File: config.mk
export PLATFORM = sky130hd
export DESIGN_NAME = ahb2apb_bridge
export DESIGN_NICKNAME = d
export VERILOG_FILES = /design/src/rtl/bridge_pkg.sv /design/src/rtl/apb_slot_decode.sv /design/src/rtl/apb_read_mux.sv /design/src/rtl/ahb2apb_seq.sv /design/src/rtl/ahb2apb_bridge.sv
export SDC_FILE = /design/constraint.sdc
export NUM_CORES = 1
export LEC_CHECK = 0
export BUFFER_PORTS_ARGS = -buffer_cell sky130_fd_sc_hd__buf_2
export CAP_MARGIN = 20
export CORE_MARGIN = 4
export CORE_UTILIZATION = 25
export DETAILED_ROUTE_END_ITERATION = 8
export PLACE_DENSITY = 0.59
export SKIP_LAST_GASP = 1
export SYNTH_ARGS = -nofsm -noshare
export SYNTH_HDL_FRONTEND = slang
export SYNTH_SLANG_ARGS = --single-unit
File: constraint.sdc
create_clock -name clk -period 1.8 [get_ports clk]
set_input_delay 0.36 -clock clk [delete_from_list [all_inputs] [get_ports clk]]
set_output_delay 0.36 -clock clk [all_outputs]
set_load 0.05 [all_outputs]
File: src/rtl/bridge_pkg.sv
package bridge_pkg;

  typedef enum logic [1:0] {
    ST_IDLE   = 2'd0,
    ST_WDATA  = 2'd1,
    ST_SETUP  = 2'd2,
    ST_ACCESS = 2'd3
  } br_state_e;

  localparam logic [1:0] KIND_IDLE   = 2'b00;
  localparam logic [1:0] KIND_BUSY   = 2'b01;
  localparam logic [1:0] KIND_NONSEQ = 2'b10;
  localparam logic [1:0] KIND_SEQ    = 2'b11;

  localparam logic [1:0] RESP_OKAY   = 2'b00;

endpackage

File: src/rtl/apb_slot_decode.sv
module apb_slot_decode #(
  parameter int NP    = 4,
  parameter int IDX_W = 2
) (
  input  logic [IDX_W-1:0] slot_idx,
  output logic [NP-1:0]    slot_hit
);

  // One comparator per peripheral slot.
  for (genvar g = 0; g < NP; g++) begin : g_slot
    assign slot_hit[g] = (slot_idx == IDX_W'(g));
  end

endmodule

File: src/rtl/apb_read_mux.sv
module apb_read_mux #(
  parameter int NP = 4,
  parameter int DW = 32
) (
  input  logic            en,
  input  logic [NP-1:0]   sel,
  input  logic [NP*DW-1:0] rd_all,
  output logic [DW-1:0]   rd_out
);

  // AND-OR selection; the select is one-hot, so no priority is needed.
  always_comb begin
    rd_out = '0;
    if (en) begin
      for (int i = 0; i < NP; i++) begin
        if (sel[i]) rd_out = rd_out | rd_all[i*DW +: DW];
      end
    end
  end

endmodule

File: src/rtl/ahb2apb_seq.sv
module ahb2apb_seq
  import bridge_pkg::*;
#(
  parameter int AW = 32,
  parameter int DW = 32,
  parameter int NP = 4
) (
  input  logic          clk,
  input  logic          rst_n,
  input  logic          bus_sel,
  input  logic [1:0]    bus_kind,
  input  logic          bus_wr,
  input  logic [AW-1:0] bus_addr,
  input  logic [DW-1:0] bus_wdata,
  input  logic          bus_rdy_in,
  input  logic [NP-1:0] dec_hit,
  output logic [NP-1:0] per_sel,
  output logic          per_stb,
  output logic [AW-1:0] per_addr,
  output logic          per_wr,
  output logic [DW-1:0] per_wdata,
  output logic          bus_rdy,
  output logic          in_access
);

  br_state_e     st, st_nx;
  logic          is_xfer, can_take, start;
  logic [AW-1:0] addr_q;
  logic          wr_q;
  logic [NP-1:0] sel_q;
  logic [DW-1:0] wdata_q;

  assign is_xfer  = (bus_kind == KIND_NONSEQ) || (bus_kind == KIND_SEQ);
  assign can_take = (st == ST_IDLE) || (st == ST_ACCESS);
  assign start    = can_take && bus_sel && bus_rdy_in && is_xfer;

  always_comb begin
    st_nx = st;
    case (st)
      ST_IDLE:   if (start) st_nx = bus_wr ? ST_WDATA : ST_SETUP;
      ST_WDATA:  st_nx = ST_SETUP;
      ST_SETUP:  st_nx = ST_ACCESS;
      ST_ACCESS: st_nx = start ? (bus_wr ? ST_WDATA : ST_SETUP) : ST_IDLE;
      default:   st_nx = ST_IDLE;
    endcase
  end

  always_ff @(posedge clk or negedge rst_n) begin
    if (!rst_n) begin
      st      <= ST_IDLE;
      addr_q  <= '0;
      wr_q    <= 1'b0;
      sel_q   <= '0;
      wdata_q <= '0;
    end else begin
      st <= st_nx;
      if (start) begin
        addr_q <= bus_addr;
        wr_q   <= bus_wr;
        sel_q  <= dec_hit;
      end
      if (st == ST_WDATA) wdata_q <= bus_wdata;
    end
  end

  assign in_access = (st == ST_ACCESS);
  assign per_sel   = ((st == ST_SETUP) || (st == ST_ACCESS)) ? sel_q : '0;
  assign per_stb   = in_access;
  assign per_addr  = addr_q;
  assign per_wr    = wr_q;
  assign per_wdata = wdata_q;
  assign bus_rdy   = can_take;

  // the setup cycle stalls the master and is followed by access
  p_setup_stall_r3: assert property (@(posedge clk) disable iff (!rst_n)
    (|per_sel && !per_stb) |-> !bus_rdy);
  p_setup_then_access_r3: assert property (@(posedge clk) disable iff (!rst_n)
    (|per_sel && !per_stb) |=> (per_stb && |per_sel));

  // strobe only in the second cycle of a transfer
  p_stb_second_r5: assert property (@(posedge clk) disable iff (!rst_n)
    per_stb |-> $past(|per_sel && !per_stb));

  // address, control and data held from setup into access
  p_hold_ctrl_r6: assert property (@(posedge clk) disable iff (!rst_n)
    per_stb |-> ($stable(per_addr) && $stable(per_wr) &&
                 $stable(per_wdata) && $stable(per_sel)));

  // a write first waits one data-phase cycle with no select
  p_write_wait_r4: assert property (@(posedge clk) disable iff (!rst_n)
    (start && bus_wr) |=> (!bus_rdy && per_sel == '0));
  p_wdata_capture_r4: assert property (@(posedge clk) disable iff (!rst_n)
    (st == ST_WDATA) |=> (per_wdata == $past(bus_wdata)));

  // idle and busy beats start nothing
  p_idle_beat_r2: assert property (@(posedge clk) disable iff (!rst_n)
    (bus_rdy && bus_sel && !bus_kind[1]) |=> (per_sel == '0 && bus_rdy));

  // nothing is sampled while the bus-wide ready is low
  p_no_take_r10: assert property (@(posedge clk) disable iff (!rst_n)
    (st == ST_IDLE && !bus_rdy_in) |=> (per_sel == '0 && bus_rdy));

endmodule

File: src/rtl/ahb2apb_bridge.sv
module ahb2apb_bridge
  import bridge_pkg::*;
#(
  parameter int AW       = 32,
  parameter int DW       = 32,
  parameter int NP       = 4,
  parameter int SLOT_LSB = 12
) (
  input  logic             clk,
  input  logic             rst_n,
  input  logic             bus_sel,
  input  logic [AW-1:0]    bus_addr,
  input  logic [1:0]       bus_kind,
  input  logic             bus_wr,
  input  logic [DW-1:0]    bus_wdata,
  input  logic             bus_rdy_in,
  output logic             bus_rdy,
  output logic [1:0]       bus_resp,
  output logic [DW-1:0]    bus_rdata,
  output logic [NP-1:0]    per_sel,
  output logic             per_stb,
  output logic [AW-1:0]    per_addr,
  output logic             per_wr,
  output logic [DW-1:0]    per_wdata,
  input  logic [NP*DW-1:0] per_rdata
);

  localparam int IDX_W = (NP > 1) ? $clog2(NP) : 1;

  logic [IDX_W-1:0] slot_idx;
  logic [NP-1:0]    dec_hit;
  logic             in_access;

  assign slot_idx = bus_addr[SLOT_LSB +: IDX_W];

  apb_slot_decode #(.NP(NP), .IDX_W(IDX_W)) u_dec (
    .slot_idx (slot_idx),
    .slot_hit (dec_hit)
  );

  ahb2apb_seq #(.AW(AW), .DW(DW), .NP(NP)) u_seq (
    .clk        (clk),
    .rst_n      (rst_n),
    .bus_sel    (bus_sel),
    .bus_kind   (bus_kind),
    .bus_wr     (bus_wr),
    .bus_addr   (bus_addr),
    .bus_wdata  (bus_wdata),
    .bus_rdy_in (bus_rdy_in),
    .dec_hit    (dec_hit),
    .per_sel    (per_sel),
    .per_stb    (per_stb),
    .per_addr   (per_addr),
    .per_wr     (per_wr),
    .per_wdata  (per_wdata),
    .bus_rdy    (bus_rdy),
    .in_access  (in_access)
  );

  apb_read_mux #(.NP(NP), .DW(DW)) u_rmux (
    .en     (in_access),
    .sel    (per_sel),
    .rd_all (per_rdata),
    .rd_out (bus_rdata)
  );

  assign bus_resp = RESP_OKAY;

  // never more than one peripheral selected
  p_onehot_sel_r7: assert property (@(posedge clk) disable iff (!rst_n)
    $onehot0(per_sel));

  // the access cycle releases the stall
  p_access_ready_r8: assert property (@(posedge clk) disable iff (!rst_n)
    per_stb |-> bus_rdy);

endmodule

==> run summary <==
part of the power in the clock network: 11.4%
Clk pin slew, worst setup/hold paths: 0.06 ns
antenna violations before repair: 5
total number of nets in the final design: 799
Clock Root Buffer: sky130_fd_sc_hd__clkbuf_16
post-DR vias/cell: 4.776
maximum clock frequency: 535.0 MHz
full die area: 16,550 µm²
global-route wire length before repair: 20,670 µm
GPL Wtd Cong: 0.9328
count of placed standard cells including taps: 759
initial core utilization: 25.91%
Pins Over Slew Limit: 0
layout cells sized above 1: 74.50%
io pins: 304
I/O Buffers: 300
number of instances in the synthesized netlist: 297
number of different library cells in the post-synthesis netlist: 24
Netlist Area Pre-Place: 3638 µm²
critical path data arrival time: 1.51 ns
pin count of the biggest net entering global routing: 72
crit path time final: 1.869 ns
mean cell area of the mapped netlist: 12.25 µm²
number of clock sinks: 71
count of nets left with antenna violations after detail routing: 0
via count of the first global-routing pass: 4,039
post-route worst hold slack: 0.04543 ns
Design Area, Final: 6210 µm²
count of endpoints failing setup in the final report: 37
Final Instance Count excl. Fillers: 785
WP data required: 1.44 ns
DR iter-0 viols: 164
relative contribution of combinational cells to total power: 68.3%
Cell Rows: 43
endpoint of the worst setup timing path: bus_rdata[31]
vias after detailed routing: 3,749
area after detailed placement: 5514 µm²
total number of yosys warnings: 0
detailed-routing iteration count for the pre-antenna-repair pass: 6
Setup Skew: 0.004071 ns
die width: 128.6 µm
internal power: 6.614 mW
PwrDens: 2259 nW/µm²
period utilization: 103.9%
worst setup path startpoint: u_seq.st[1]
remaining design rule violation count: 0
CTS max path bufs: 2
min-delay worst type: input pin to asynchronous set/reset pin
CP Capture Type: primary output
reg-to-reg slack, setup: 0 ns
number of levels the H-tree was split into: 3
library cell with the largest summed area after synthesis: sky130_fd_sc_hd__dfrtp_1
Post-DP HPWL: 10,740 µm
CTS buffer count: 9
y dimension of the die: 128.6 µm
CP Launch Type: flip-flop
Critical R2R Capture: u_seq.per_addr[5]
cells on worst reg2reg path: 5
proportion of synthesized chip area in sequential cells: 48.83%
overall power after layout: 14.03 mW
number of synthesized register bits: 71
TritonCTS clock tree: yes
startpoint of the worst register-to-register path: u_seq.st[0]
maximum vdd ir drop: 1.195 mV
share of the synthesized area in the top cell type: 48.83%
combined global-route utilization of all metal layers: 15.75%
unrepaired setup endpoints after global routing: true
average wire per standard cell: 17.73 µm
switching component of the power: 7.416 mW
outcome: complete, but fails checks
power share of the sequential group: 20.3%
cells taking the most area after synthesis: sky130_fd_sc_hd__dfrtp_1, sky130_fd_sc_hd__mux2_2, sky130_fd_sc_hd__a22oi_1
Final TNS setup: -1.193 ns
total wire length: 13,920 µm
Final Hold Viols: 0
total gr overflow: 0
area growth from synthesis to layout: 70.67%
maximum fanout along the worst path: 32
leakage dissipation: 2.950 nW
start-to-end type of the worst setup path: flip-flop to primary output
violated checks: negative setup slack
max-capacitance violation count: 0
Std-Cell Core Area: 14,040 µm²
clk_lat worst skew: 0.33 ns
sw frac: 52.86%
worst setup margin: -0.06933 ns
-- area by class of cell --
cell class / count / area, µm²
diodes: 5 / 12.51
clock buffers: 9 / 225.2
clock inverters: 7 / 50.05
fillers: 1324 / 7833
inverters: 3 / 11.26
multi-input cells: 195 / 1969
flip-flops and latches: 71 / 1779
well taps: 180 / 225.2
repair buffers: 315 / 1937
-- repair_timing --
| item | CTS | global route |
|---|---|---|
| pin swaps | 2 | 1 |
| gates resized for setup | 81 | 18 |
| buffers inserted | 4 | 1 |
| hold buffers | 0 | 0 |
| gates cloned | 0 | 0 |
| endpoints found under the setup margin | 37 | 71 |
-- worst max-delay path: stages (launching register included) --
cell and delay [ns]:
sky130_fd_sc_hd__dfrtp_2 0.41, sky130_fd_sc_hd__ha_4 0.18, sky130_fd_sc_hd__buf_12 0.17, sky130_fd_sc_hd__a21boi_4 0.23, sky130_fd_sc_hd__buf_6 0.18
-- power by group through the flow --
stage | clock network, mW | logic, mW | registers (mW)
after CTS | 1.66 | 9.41 | 2.85
after floorplan | 0 | 4.00 | 5.45
after detailed placement | 0 | 8.80 | 2.86
final | 1.60 | 9.58 | 2.85
after global placement | 0 | 8.67 | 2.81
after global routing | 1.73 | 10.0 | 2.97
-- worst min path at each step --
stage | end | from | slack [ns] | cells after the start
finish | u_seq.per_addr[0] | rst_n | 0.05 | 2
global route | u_seq.per_addr[0] | rst_n | 0.08 | 2
CTS | u_seq.per_addr[0] | rst_n | 0.05 | 2
detailed placement | u_seq.per_addr[0] | rst_n | 0.42 | 2
global placement | u_seq.per_addr[0] | rst_n | 0.41 | 2
floorplan | u_seq.per_addr[0] | rst_n | 0.06 | 0
-- cell usage after synthesis --
cell type and n:
sky130_fd_sc_hd__o21ai_0 3, sky130_fd_sc_hd__clkbuf_1 6, sky130_fd_sc_hd__a22oi_1 64, sky130_fd_sc_hd__nand2_1 6, sky130_fd_sc_hd__nor2b_1 5, sky130_fd_sc_hd__nor3_1 1
sky130_fd_sc_hd__a21oi_1 1, sky130_fd_sc_hd__mux2i_1 2, sky130_fd_sc_hd__o22a_1 1, sky130_fd_sc_hd__inv_1 3, sky130_fd_sc_hd__o31ai_1 1, sky130_fd_sc_hd__a21boi_0 32
sky130_fd_sc_hd__buf_4 5, sky130_fd_sc_hd__a2bb2oi_1 1, sky130_fd_sc_hd__nand4b_4 1, sky130_fd_sc_hd__nor2_1 1, sky130_fd_sc_hd__conb_1 1, sky130_fd_sc_hd__ha_1 5
sky130_fd_sc_hd__dfrtp_1 71, sky130_fd_sc_hd__and2_1 1, sky130_fd_sc_hd__nand2b_1 2, sky130_fd_sc_hd__buf_2 18, sky130_fd_sc_hd__mux2_1 2, sky130_fd_sc_hd__mux2_2 64
-- per-layer routing --
metal  track usage, %  up-vias  part of all wire, %
li1                 -     1717                    -
met1            17.42     1793                   35
met2            27.50      212                   52
met3            4.691       27                   10
met4            7.721        0                  2.9
met5                0        -                    0
-- sequential cells by signal, summed over array words and instances (netlist names) --
signal / flops
u_seq.sel_q: 4
u_seq.per_addr: 32
u_seq.st: 2
u_seq.per_wdata: 32
u_seq.per_wr: 1
-- stage by stage --
step	worst slack (ns)	util [%]
finish	-0.06933	44.22
CTS	-0.09373	43.35
floorplan	-0.1024	-
detailed placement	0.003629	39.27
global placement	0.08939	39.27
global route	-0.1212	44.22
-- cells by family (layout without fill, tap and decap cells) --
group	Yosys count	count (layout)	synth area share [%]
adder cells (fa/ha/maj)	5	5	1.719
other	1	7	0.1031
AO/OA/AOI/OAI	103	103	21.05
buffers and inverters	32	334	4.436
flip-flops	71	71	48.83
multiplexers	68	68	20.98
AND/OR/NAND/NOR	17	17	2.888
-- cells in the final DEF (no fill, tap or decap), types with 2 or more instances in the layout --
cell type                    synthesis  routed
sky130_fd_sc_hd__clkbuf_16           0       9
sky130_fd_sc_hd__mux2_2             64      64
sky130_fd_sc_hd__buf_4               5       7
sky130_fd_sc_hd__a22oi_2             0      10
sky130_fd_sc_hd__a21boi_4            0       7
sky130_fd_sc_hd__ha_1                5       3
sky130_fd_sc_hd__ha_4                0       2
sky130_fd_sc_hd__a21boi_2            0      25
sky130_fd_sc_hd__buf_2              18     263
sky130_fd_sc_hd__inv_1               3       3
sky130_fd_sc_hd__conb_1              1       2
sky130_fd_sc_hd__mux2_1              2       2
sky130_fd_sc_hd__clkinv_4            0       2
sky130_fd_sc_hd__nand2_1             6       6
sky130_fd_sc_hd__clkinvlp_4          0       3
sky130_fd_sc_hd__diode_2             0       5
sky130_fd_sc_hd__a22oi_1            64      54
sky130_fd_sc_hd__buf_12              0       7
sky130_fd_sc_hd__o21ai_0             3       3
sky130_fd_sc_hd__dfrtp_2             0       2
sky130_fd_sc_hd__nand2b_1            2       2
sky130_fd_sc_hd__mux2i_1             2       2
sky130_fd_sc_hd__nor2b_2             0       4
sky130_fd_sc_hd__clkinv_2            0       2
sky130_fd_sc_hd__buf_6               0      38
sky130_fd_sc_hd__dfrtp_1            71      69
(Power assumes the default switching activity.)
